$ cat config.mk
export PLATFORM = sky130hd
export DESIGN_NAME = memcyc_seq
export DESIGN_NICKNAME = d
export VERILOG_FILES = /design/src/rtl/mseq_pkg.sv /design/src/rtl/mseq_timer.sv /design/src/rtl/mseq_strobe.sv /design/src/rtl/mseq_addr.sv /design/src/rtl/memcyc_seq.sv
export SDC_FILE = /design/constraint.sdc
export NUM_CORES = 1
export LEC_CHECK = 0
export BUFFER_PORTS_ARGS = -buffer_cell sky130_fd_sc_hd__buf_2
export CAP_MARGIN = 20
export CORE_MARGIN = 2
export CORE_UTILIZATION = 50
export DETAILED_ROUTE_END_ITERATION = 8
export GPL_TIMING_DRIVEN = 0
export PLACE_DENSITY = 0.79
export REMOVE_ABC_BUFFERS = 1
export SYNTH_ARGS = -nofsm -noshare
export SYNTH_HDL_FRONTEND = slang
export SYNTH_SLANG_ARGS = --single-unit
$ cat constraint.sdc
create_clock -name clk -period 4.25 [get_ports clk]
set_clock_uncertainty 0.2 [all_clocks]
set_input_delay 0.85 -clock clk [delete_from_list [all_inputs] [get_ports clk]]
set_output_delay 0.85 -clock clk [all_outputs]
set_load 0.02 [all_outputs]
$ cat src/rtl/mseq_pkg.sv
package mseq_pkg;

   typedef enum logic {
      CYC_ACCESS  = 1'b0,
      CYC_REFRESH = 1'b1
   } cyc_kind_e;

   localparam int TICKS_PER_SUB = 2;
   localparam int SUBS_PER_CYC  = 8;
   localparam int TICKS         = TICKS_PER_SUB * SUBS_PER_CYC;
   localparam int TICK_W        = $clog2(TICKS);

   localparam logic [TICK_W-1:0] T_LAST       = TICK_W'(TICKS - 1);
   localparam logic [TICK_W-1:0] T_LATCH_END  = TICK_W'(1 * TICKS_PER_SUB);
   localparam logic [TICK_W-1:0] T_RAS_FALL   = TICK_W'(3);
   localparam logic [TICK_W-1:0] T_RAS_RISE   = TICK_W'(12);
   localparam logic [TICK_W-1:0] T_COL_SWITCH = TICK_W'(5);
   localparam logic [TICK_W-1:0] T_CAS_FALL   = TICK_W'(6);
   localparam logic [TICK_W-1:0] T_CAS_RISE   = TICK_W'(12);

endpackage

$ cat src/rtl/mseq_timer.sv
module mseq_timer
   import mseq_pkg::*;
#(
   parameter bit REFRESH_FIRST = 1'b1
) (
   input  logic              clk,
   input  logic              rst_n,
   input  logic              acc_req,
   input  logic              rfsh_req,
   output logic              active_o,
   output cyc_kind_e         kind_o,
   output logic [TICK_W-1:0] tick_o,
   output logic              acc_take_o,
   output logic              rfsh_take_o
);

   logic              active_q;
   cyc_kind_e         kind_q;
   logic [TICK_W-1:0] tick_q;
   logic              window;

   // Requests are sampled only while idle or on the closing tick.
   assign window = !active_q || (tick_q == T_LAST);

   generate
      if (REFRESH_FIRST) begin : g_rfsh_first
         assign rfsh_take_o = window & rfsh_req;
         assign acc_take_o  = window & acc_req & ~rfsh_req;
      end else begin : g_acc_first
         assign acc_take_o  = window & acc_req;
         assign rfsh_take_o = window & rfsh_req & ~acc_req;
      end
   endgenerate

   always_ff @(posedge clk) begin
      if (!rst_n) begin
         active_q <= 1'b0;
         kind_q   <= CYC_ACCESS;
         tick_q   <= '0;
      end else if (acc_take_o || rfsh_take_o) begin
         active_q <= 1'b1;
         kind_q   <= rfsh_take_o ? CYC_REFRESH : CYC_ACCESS;
         tick_q   <= '0;
      end else if (active_q) begin
         if (tick_q == T_LAST) begin
            active_q <= 1'b0;
            tick_q   <= '0;
         end else begin
            tick_q <= tick_q + 1'b1;
         end
      end
   end

   assign active_o = active_q;
   assign kind_o   = kind_q;
   assign tick_o   = tick_q;

   AST_NO_MIDCYCLE_RESTART: assert property (@(posedge clk) disable iff (!rst_n)
      (active_q && tick_q != T_LAST) |=> (active_q && tick_q == $past(tick_q) + 1'b1));

endmodule

$ cat src/rtl/mseq_strobe.sv
module mseq_strobe
   import mseq_pkg::*;
(
   input  logic              clk,
   input  logic              rst_n,
   input  logic              active_i,
   input  cyc_kind_e         kind_i,
   input  logic [TICK_W-1:0] tick_i,
   output logic              ras_n_o,
   output logic              cas_n_o,
   output logic              ale_o,
   output logic              done_o
);

   logic is_access;
   logic in_row;
   logic in_col;

   always_comb begin
      is_access = active_i && (kind_i == CYC_ACCESS);
      in_row    = active_i && (tick_i >= T_RAS_FALL) && (tick_i < T_RAS_RISE);
      in_col    = is_access && (tick_i >= T_CAS_FALL) && (tick_i < T_CAS_RISE);
      ras_n_o   = !in_row;
      cas_n_o   = !in_col;
      ale_o     = is_access && (tick_i < T_LATCH_END);
      done_o    = active_i && (tick_i == T_LAST);
   end

   AST_CAS_INSIDE_RAS: assert property (@(posedge clk) disable iff (!rst_n)
      !cas_n_o |-> !ras_n_o);

   AST_ALE_TWO_TICKS: assert property (@(posedge clk) disable iff (!rst_n)
      $rose(ale_o) |=> ale_o ##1 !ale_o);

   AST_DONE_SINGLE: assert property (@(posedge clk) disable iff (!rst_n)
      done_o |=> !done_o);

endmodule

$ cat src/rtl/mseq_addr.sv
module mseq_addr
   import mseq_pkg::*;
#(
   parameter int LO_W  = 8,
   parameter int EXT_W = 2,
   parameter int HI_W  = 8,
   parameter int XEN_W = 2
) (
   input  logic                   clk,
   input  logic                   rst_n,
   input  logic                   acc_take_i,
   input  logic                   active_i,
   input  cyc_kind_e              kind_i,
   input  logic [TICK_W-1:0]      tick_i,
   input  logic [LO_W+EXT_W-1:0]  row_i,
   input  logic [LO_W+EXT_W-1:0]  col_i,
   input  logic [HI_W-1:0]        upper_i,
   input  logic [HI_W-1:0]        status_i,
   input  logic [XEN_W-1:0]       xen_i,
   input  logic                   wr_i,
   output logic [LO_W+EXT_W-1:0]  bus_lo_o,
   output logic [HI_W-1:0]        bus_hi_o,
   output logic [XEN_W-1:0]       xen_o,
   output logic                   wr_o
);

   localparam int AW = LO_W + EXT_W;
   localparam logic [TICK_W-1:0] T_PRE_SWITCH = T_COL_SWITCH - 1'b1;

   logic [AW-1:0]    row_q;
   logic [AW-1:0]    col_q;
   logic [HI_W-1:0]  upper_q;
   logic [HI_W-1:0]  status_q;
   logic [XEN_W-1:0] xen_q;
   logic             wr_q;
   logic             show_col_q;

   always_ff @(posedge clk) begin
      if (!rst_n) begin
         row_q      <= '0;
         col_q      <= '0;
         upper_q    <= '0;
         status_q   <= '0;
         xen_q      <= '0;
         wr_q       <= 1'b0;
         show_col_q <= 1'b0;
      end else if (acc_take_i) begin
         row_q      <= row_i;
         col_q      <= col_i;
         upper_q    <= upper_i;
         status_q   <= status_i;
         xen_q      <= xen_i;
         wr_q       <= wr_i;
         show_col_q <= 1'b0;
      end else if (active_i && kind_i == CYC_ACCESS && tick_i == T_PRE_SWITCH) begin
         show_col_q <= 1'b1;
      end
   end

   assign bus_lo_o = show_col_q ? col_q    : row_q;
   assign bus_hi_o = show_col_q ? status_q : upper_q;
   assign xen_o    = xen_q;
   assign wr_o     = wr_q;

   AST_CFG_STABLE: assert property (@(posedge clk) disable iff (!rst_n)
      !$past(acc_take_i) |-> ($stable(xen_o) && $stable(wr_o)));

endmodule

$ cat src/rtl/memcyc_seq.sv
module memcyc_seq
   import mseq_pkg::*;
#(
   parameter int LO_W          = 8,
   parameter int EXT_W         = 2,
   parameter int HI_W          = 8,
   parameter int XEN_W         = 2,
   parameter bit REFRESH_FIRST = 1'b1
) (
   input  logic                  clk,
   input  logic                  rst_n,
   input  logic                  acc_req,
   input  logic                  acc_wr,
   input  logic [LO_W+EXT_W-1:0] acc_row,
   input  logic [LO_W+EXT_W-1:0] acc_col,
   input  logic [HI_W-1:0]       acc_upper,
   input  logic [HI_W-1:0]       acc_status,
   input  logic [XEN_W-1:0]      acc_xen,
   input  logic                  rfsh_req,
   output logic                  acc_ack,
   output logic                  rfsh_ack,
   output logic                  ras_n,
   output logic                  cas_n,
   output logic                  ale,
   output logic [LO_W+EXT_W-1:0] bus_lo,
   output logic [HI_W-1:0]       bus_hi,
   output logic [XEN_W-1:0]      xen,
   output logic                  wr,
   output logic                  done
);

   generate
      if (LO_W < 1 || EXT_W < 0 || HI_W < 1 || XEN_W < 1) begin : g_bad_cfg
         $error("memcyc_seq: bus widths out of range");
      end
      if (TICKS != 16) begin : g_bad_grid
         $error("memcyc_seq: strobe grid assumes sixteen ticks per cycle");
      end
   endgenerate

   logic              active;
   cyc_kind_e         kind;
   logic [TICK_W-1:0] tick;

   mseq_timer #(
      .REFRESH_FIRST (REFRESH_FIRST)
   ) u_timer (
      .clk         (clk),
      .rst_n       (rst_n),
      .acc_req     (acc_req),
      .rfsh_req    (rfsh_req),
      .active_o    (active),
      .kind_o      (kind),
      .tick_o      (tick),
      .acc_take_o  (acc_ack),
      .rfsh_take_o (rfsh_ack)
   );

   mseq_strobe u_strobe (
      .clk      (clk),
      .rst_n    (rst_n),
      .active_i (active),
      .kind_i   (kind),
      .tick_i   (tick),
      .ras_n_o  (ras_n),
      .cas_n_o  (cas_n),
      .ale_o    (ale),
      .done_o   (done)
   );

   mseq_addr #(
      .LO_W  (LO_W),
      .EXT_W (EXT_W),
      .HI_W  (HI_W),
      .XEN_W (XEN_W)
   ) u_addr (
      .clk        (clk),
      .rst_n      (rst_n),
      .acc_take_i (acc_ack),
      .active_i   (active),
      .kind_i     (kind),
      .tick_i     (tick),
      .row_i      (acc_row),
      .col_i      (acc_col),
      .upper_i    (acc_upper),
      .status_i   (acc_status),
      .xen_i      (acc_xen),
      .wr_i       (acc_wr),
      .bus_lo_o   (bus_lo),
      .bus_hi_o   (bus_hi),
      .xen_o      (xen),
      .wr_o       (wr)
   );

   AST_RAS_LOW_SPAN: assert property (@(posedge clk) disable iff (!rst_n)
      $rose(ras_n) |-> ($past(ras_n, 9) == 1'b0 && $past(ras_n, 10) == 1'b1));

   AST_DONE_AFTER_RAS: assert property (@(posedge clk) disable iff (!rst_n)
      done |-> ($past(ras_n, 4) == 1'b0 && $past(ras_n, 3) == 1'b1));

   AST_ROW_HOLD: assert property (@(posedge clk) disable iff (!rst_n)
      $fell(ras_n) |-> $stable(bus_lo) ##1 $stable(bus_lo));

   AST_COL_HOLD: assert property (@(posedge clk) disable iff (!rst_n)
      $fell(cas_n) |-> ($stable(bus_lo) && $stable(bus_hi))
                       ##1 ($stable(bus_lo) && $stable(bus_hi)));

   AST_REFRESH_QUIET: assert property (@(posedge clk) disable iff (!rst_n)
      rfsh_ack |=> (!ale && $stable(bus_lo) && $stable(bus_hi)));

endmodule

After elaboration in Yosys (flattened, before gate mapping)
Cells that the tools add are included.
{"block": "word_totals", "out_inout_bits": 27, "inputBits": 43, "wordCells": 45, "ff_bits": 46}
{"block": "classes", "n_reduce_logical": 15, "muxes": 7, "order_cmp": 4, "eq_ne": 2, "bitwise": 6, "n_addsub": 1}
{"cell": "2-to-1 mux 10 bit", "count": 1}
{"cell": "logical AND 1 bit", "count": 8}
{"cell": "2-to-1 mux 8 bit", "count": 1}
{"cell": "adder 4 x 1 -> 4 bit (second input constant)", "count": 1}
{"cell": "== test 4 x 3 -> 1 bit (second input constant)", "count": 1}
{"cell": "== test 4 bit (second input constant)", "count": 1}
{"cell": "greater-or-equal comparator 4 x 2 -> 1 bit (second input constant)", "count": 1}
{"cell": "greater-or-equal comparator 4 x 3 -> 1 bit (second input constant)", "count": 1}
{"cell": "less-than comparator 4 x 2 -> 1 bit (second input constant)", "count": 1}
{"cell": "less-than comparator 4 bit (second input constant)", "count": 1}
{"cell": "2-to-1 mux 1 bit", "count": 4}
{"cell": "2-to-1 mux 4 bit", "count": 1}
{"cell": "OR reduction 2 bit", "count": 2}
{"cell": "AND 1 bit", "count": 3}
{"cell": "zero test 1 bit", "count": 3}
{"cell": "inverter 1 bit", "count": 3}
{"cell": "logical OR 1 bit", "count": 2}

Depth between registers and ports, before layout
{"block": "logic_depth", "word_depth": 6, "ltp_mapped": 5, "ltp_nobuf": 5}

Modules after synthesis
Synthesis repeated with hierarchy kept, for this count alone.
{"block": "unflattened", "cells_unflattened": 196, "area_unflattened_um2": 2219.6}
{"module": "mseq_addr", "seq_area_each_um2": 800.8, "area_per_inst_um2": 1824.2, "instances": 1, "cells_each": 151}
{"module": "mseq_timer", "seq_area_each_um2": 120.1, "area_per_inst_um2": 322.8, "instances": 1, "cells_each": 34}
{"module": "mseq_strobe", "seq_area_each_um2": 0.0, "area_per_inst_um2": 72.6, "instances": 1, "cells_each": 11}

Worst setup path after synthesis
OpenSTA, ideal clock, no wires.
{"block": "synth_timing", "kind": "flip-flop to output port", "start": "register u_timer.tick_q[1], in the netlist u_timer.tick_o[1]", "end": "output port rfsh_ack", "arrival_time_ps": 1423, "path_buffers": 0, "slack_ps": 1777, "stages_incl_launch_ff": 4, "required_time_ps": 3200, "path_cell_list": "dfxtp_1 -> ha_1 -> nand3_4 -> a21boi_0"}
{"block": "synth_between", "elab_chain_len": 3}
{"element": "start, declared", "line_no": "mseq_timer.sv:19", "rtl": "logic [TICK_W-1:0] tick_q;"}
{"element": "start signal, assigned", "line_no": "mseq_timer.sv:49", "rtl": "tick_q <= tick_q + 1'b1;"}
{"element": "== test 4 bit", "line_no": "mseq_timer.sv:23", "rtl": "assign window = !active_q || (tick_q == T_LAST);"}
{"element": "logical OR 1 bit", "line_no": "mseq_timer.sv:23"}
{"element": "AND 1 bit", "line_no": "mseq_timer.sv:27", "rtl": "assign rfsh_take_o = window & rfsh_req;"}
{"element": "end, declared", "line_no": "memcyc_seq.sv:21", "rtl": "output logic rfsh_ack,"}
No other way between the ends.

Worst setup path in the final report
{"block": "layout_timing", "start": "register u_timer.tick_q[1], in the netlist u_timer.tick_o[1]", "end": "output port acc_ack"}
{"block": "layout_between", "elab_chain_len": 4}
{"element": "== test 4 bit", "line_no": "mseq_timer.sv:23"}
{"element": "logical OR 1 bit", "line_no": "mseq_timer.sv:23"}
{"element": "AND 1 bit (2 in series)", "line_no": "mseq_timer.sv:28", "rtl": "assign acc_take_o = window & acc_req & ~rfsh_req;"}
{"element": "end, declared", "line_no": "memcyc_seq.sv:20", "rtl": "output logic acc_ack,"}
No other way between the ends.

==> impl_metrics.env <==
export IMPL_status="completed"
export IMPL_synth_area_sq_mm=0.00222
export IMPL_rsz0062_at_grt="false"
export IMPL_p_leak_nw=1.18
export IMPL_clkTransAtPathRegs_ns=0.08
export IMPL_max_slew_margin_pct=37.0
export IMPL_crit_buf_inv=1
export IMPL_max_freq_mhz=300
export IMPL_netlist_top_cells_area="dfxtp_1 (42%), mux2i_1 (18%), nand2_1 (14%)"
export IMPL_highest_layer="met4"
export IMPL_fin_tns_setup_ns=0
export IMPL_place_hpwl_um=2810
export IMPL_root_buffer="clkbuf_8"
export IMPL_wirelength_um=4110
export IMPL_ys_seq_area_share_pct=41.5
export IMPL_core_sq_mm=0.00432
export IMPL_drc_errors=0
export IMPL_first_pass_iters=4
export IMPL_crit_chain="ha_1 > nand3_4 > a21oi_4 > buf_2"
export IMPL_holdWs_ns=0.255
export IMPL_slew_viol_final=0
export IMPL_cp_max_fo=20
export IMPL_wl_per_cell_um=11.5
export IMPL_grt_pass1_vias=1673
export IMPL_final_setup_worst_slack_ns=0.916
export IMPL_wl_met3_um=225
export IMPL_num_rows=24
export IMPL_syn_inst=246
export IMPL_post_cts_resized=0
export IMPL_maxCapViolations=0
export IMPL_synth_edf_count=0
export IMPL_cp_arrival_ns=2.28
export IMPL_fin_area_sq_mm=0.00267
export IMPL_grt_usage_pct=17.6
export IMPL_grt_pass1_wl_um=7140
export IMPL_initial_core_util_pct=51.3
export IMPL_yosys_register_bits=46
export IMPL_place_gp_congestion=0.842
export IMPL_r2r_cells=5
export IMPL_yosysTopAreaCell="dfxtp_1"
export IMPL_overflow=0
export IMPL_drt_met1_wl_um=1920
export IMPL_io_buffers=69
export IMPL_final_common_cell="nand2_1"
export IMPL_htreeDepth=2
export IMPL_max_stage_delay_ns=0.70
export IMPL_cts_tree="built"
export IMPL_via_count=1791
export IMPL_drt_iter0_drc=58
export IMPL_io_pins=70
export IMPL_die_w_um=70.6
export IMPL_synth_cell_types=31
export IMPL_min_path_cells=2
export IMPL_rrSetupSlack_ns=1.80
export IMPL_powerDensity_mw_per_mm2=332
export IMPL_cts_setup_buffers=0
export IMPL_crit_slowest_cell="a21oi_4"
export IMPL_synth_top_area_share_pct=41.5
export IMPL_fp_dieArea_sq_mm=0.00499
export IMPL_cp_top_family="compound AO/OA/AOI/OAI gates"
export IMPL_synth_ff_type="dfxtp_1"
export IMPL_reg2reg_to="u_addr.row_q[1]"
export IMPL_ys_warn_count=0
export IMPL_cts_made_buffers=5
export IMPL_fin_crit_sh_pct=78.4
export IMPL_antenna_found_initial=0
export IMPL_die_h_um=70.6
export IMPL_reg2reg_from="u_timer.tick_o[1]"
export IMPL_ctsHoldBuffers=0
export IMPL_post_drt_via_cell_ratio=5.00
export IMPL_start_kind="register"
export IMPL_finalSetupViolCount=0
export IMPL_layout_nets=351
export IMPL_antenna_left=0
export IMPL_dr_wl_met2_um=1910
export IMPL_pre_cts_ws_ns=1.09
export IMPL_crit_path_end_kind="output port"
export IMPL_min_to="u_addr.col_q[9]"
export IMPL_clk_path_buf_depth=2
export IMPL_clk_latency_ns=0.29
export IMPL_fillers=398
export IMPL_holdCritStartpoint="u_addr.col_q[9]"
export IMPL_ys_async_sr_fraction_pct=0
export IMPL_final_cell_mix="nand2_1 (85), buf_2 (69), dfxtp_1 (46)"
export IMPL_placed_area_sq_mm=0.00256
export IMPL_crit_required_ns=3.20
export IMPL_hold_path_class="register to register"
export IMPL_grt_max_degree=52
export IMPL_ir_drop_mv=0.210
export IMPL_fin_crit_ns=3.33
export IMPL_tightest_slew_ns=0.943
export IMPL_critical_path_class="register to output port"
export IMPL_avgSynthCellArea_sq_um=9.02
export IMPL_final_layout_size_suffix_gt1_share_pct=31.7
export IMPL_cts_sinks=46
export IMPL_area_growth_pct=20.1
export IMPL_hold_viol=0
export IMPL_antenna_cells=0
## kinds of logic (layout without fill, tap and decap cells)
logic type      Yosys count  count (layout)  synth area share [%]
simple gates            100             100                  18.8
mux                      58              58                  27.2
flops                    46              46                  41.5
buf+inv                  23              83                  5.64
compound gates           15              15                  4.79
fa+ha+maj                 3               3                  1.69
xor+xnor                  1               1                 0.395
## registers in the layout (all words and copies together), names as in the netlist
register           flops
u_timer.tick_o         4
u_addr.status_q        8
u_addr.show_col_q      1
u_addr.upper_q         8
u_addr.wr_o            1
u_addr.col_q          10
u_addr.row_q          10
u_timer.kind_o         1
u_timer.active_o       1
u_addr.xen_o           2
## cell usage after synthesis, types with 2 or more instances
cell type	n
a21boi_0	2
a21oi_1	4
a31oi_1	2
buf_2	4
buf_6	4
clkbuf_1	9
dfxtp_1	46
ha_1	3
inv_1	4
mux2_2	18
mux2i_1	40
nand2_1	85
nand3_1	3
nor2_1	3
nor3_1	2
o21ai_0	2
## worst max-delay path by stage
stage | start | endpoint | slack, ns | cells after the start
2_1_floorplan | rfsh_req | acc_ack | 1.14 | 2
3_5_place_dp | rfsh_req | acc_ack | 1.09 | 4
3_3_place_gp | rfsh_req | acc_ack | 0.46 | 4
5_1_grt | u_timer.tick_o[1] | acc_ack | 0.72 | 4
6_report | u_timer.tick_o[1] | acc_ack | 0.92 | 4
4_1_cts | u_timer.tick_o[1] | acc_ack | 0.90 | 4
## layout make-up
cell class,instances,area [sq um],share of cell area [%]
clock buffer,7,76.3,2.86
sequential,46,921,34.6
tap,52,65.1,2.44
inverter,4,15.0,0.563
multi-input combinational,177,1170,44.0
timing repair buffer,71,385,14.5
clock inverter,1,30.0,1.13
## worst reg2reg max path, stage by stage, from the launching register on
cell and delay, ns:
dfxtp_1 0.48, ha_1 0.34, nand3_4 0.15, a21oi_4 0.70
buf_12 0.29, mux2i_1 0.22
## report_power, final
group / total (mW) / switching (mW) / internal [mW]
logic: 0.108 / 0.0577 / 0.0502
registers: 0.460 / 0.0117 / 0.448
clock network: 0.317 / 0.141 / 0.176
total: 0.885 / 0.210 / 0.674
## per-layer routing
layer	vias to the layer above	track usage, %
li1	933	-
met1	804	22.0
met2	48	29.6
met3	6	4.99
met4	0	5.66
met5	-	0
## stage by stage
step | power (mW) | cells | util, %
after detailed placement | 0.579 | 350 | 59.2
after CTS | 0.899 | 358 | 61.6
after floorplan | 0.528 | 227 | -
after global routing | 0.929 | 358 | 61.6
final | 0.885 | 358 | 61.6
after global placement | 0.574 | 348 | 58.2
(Power assumes the default switching activity.)
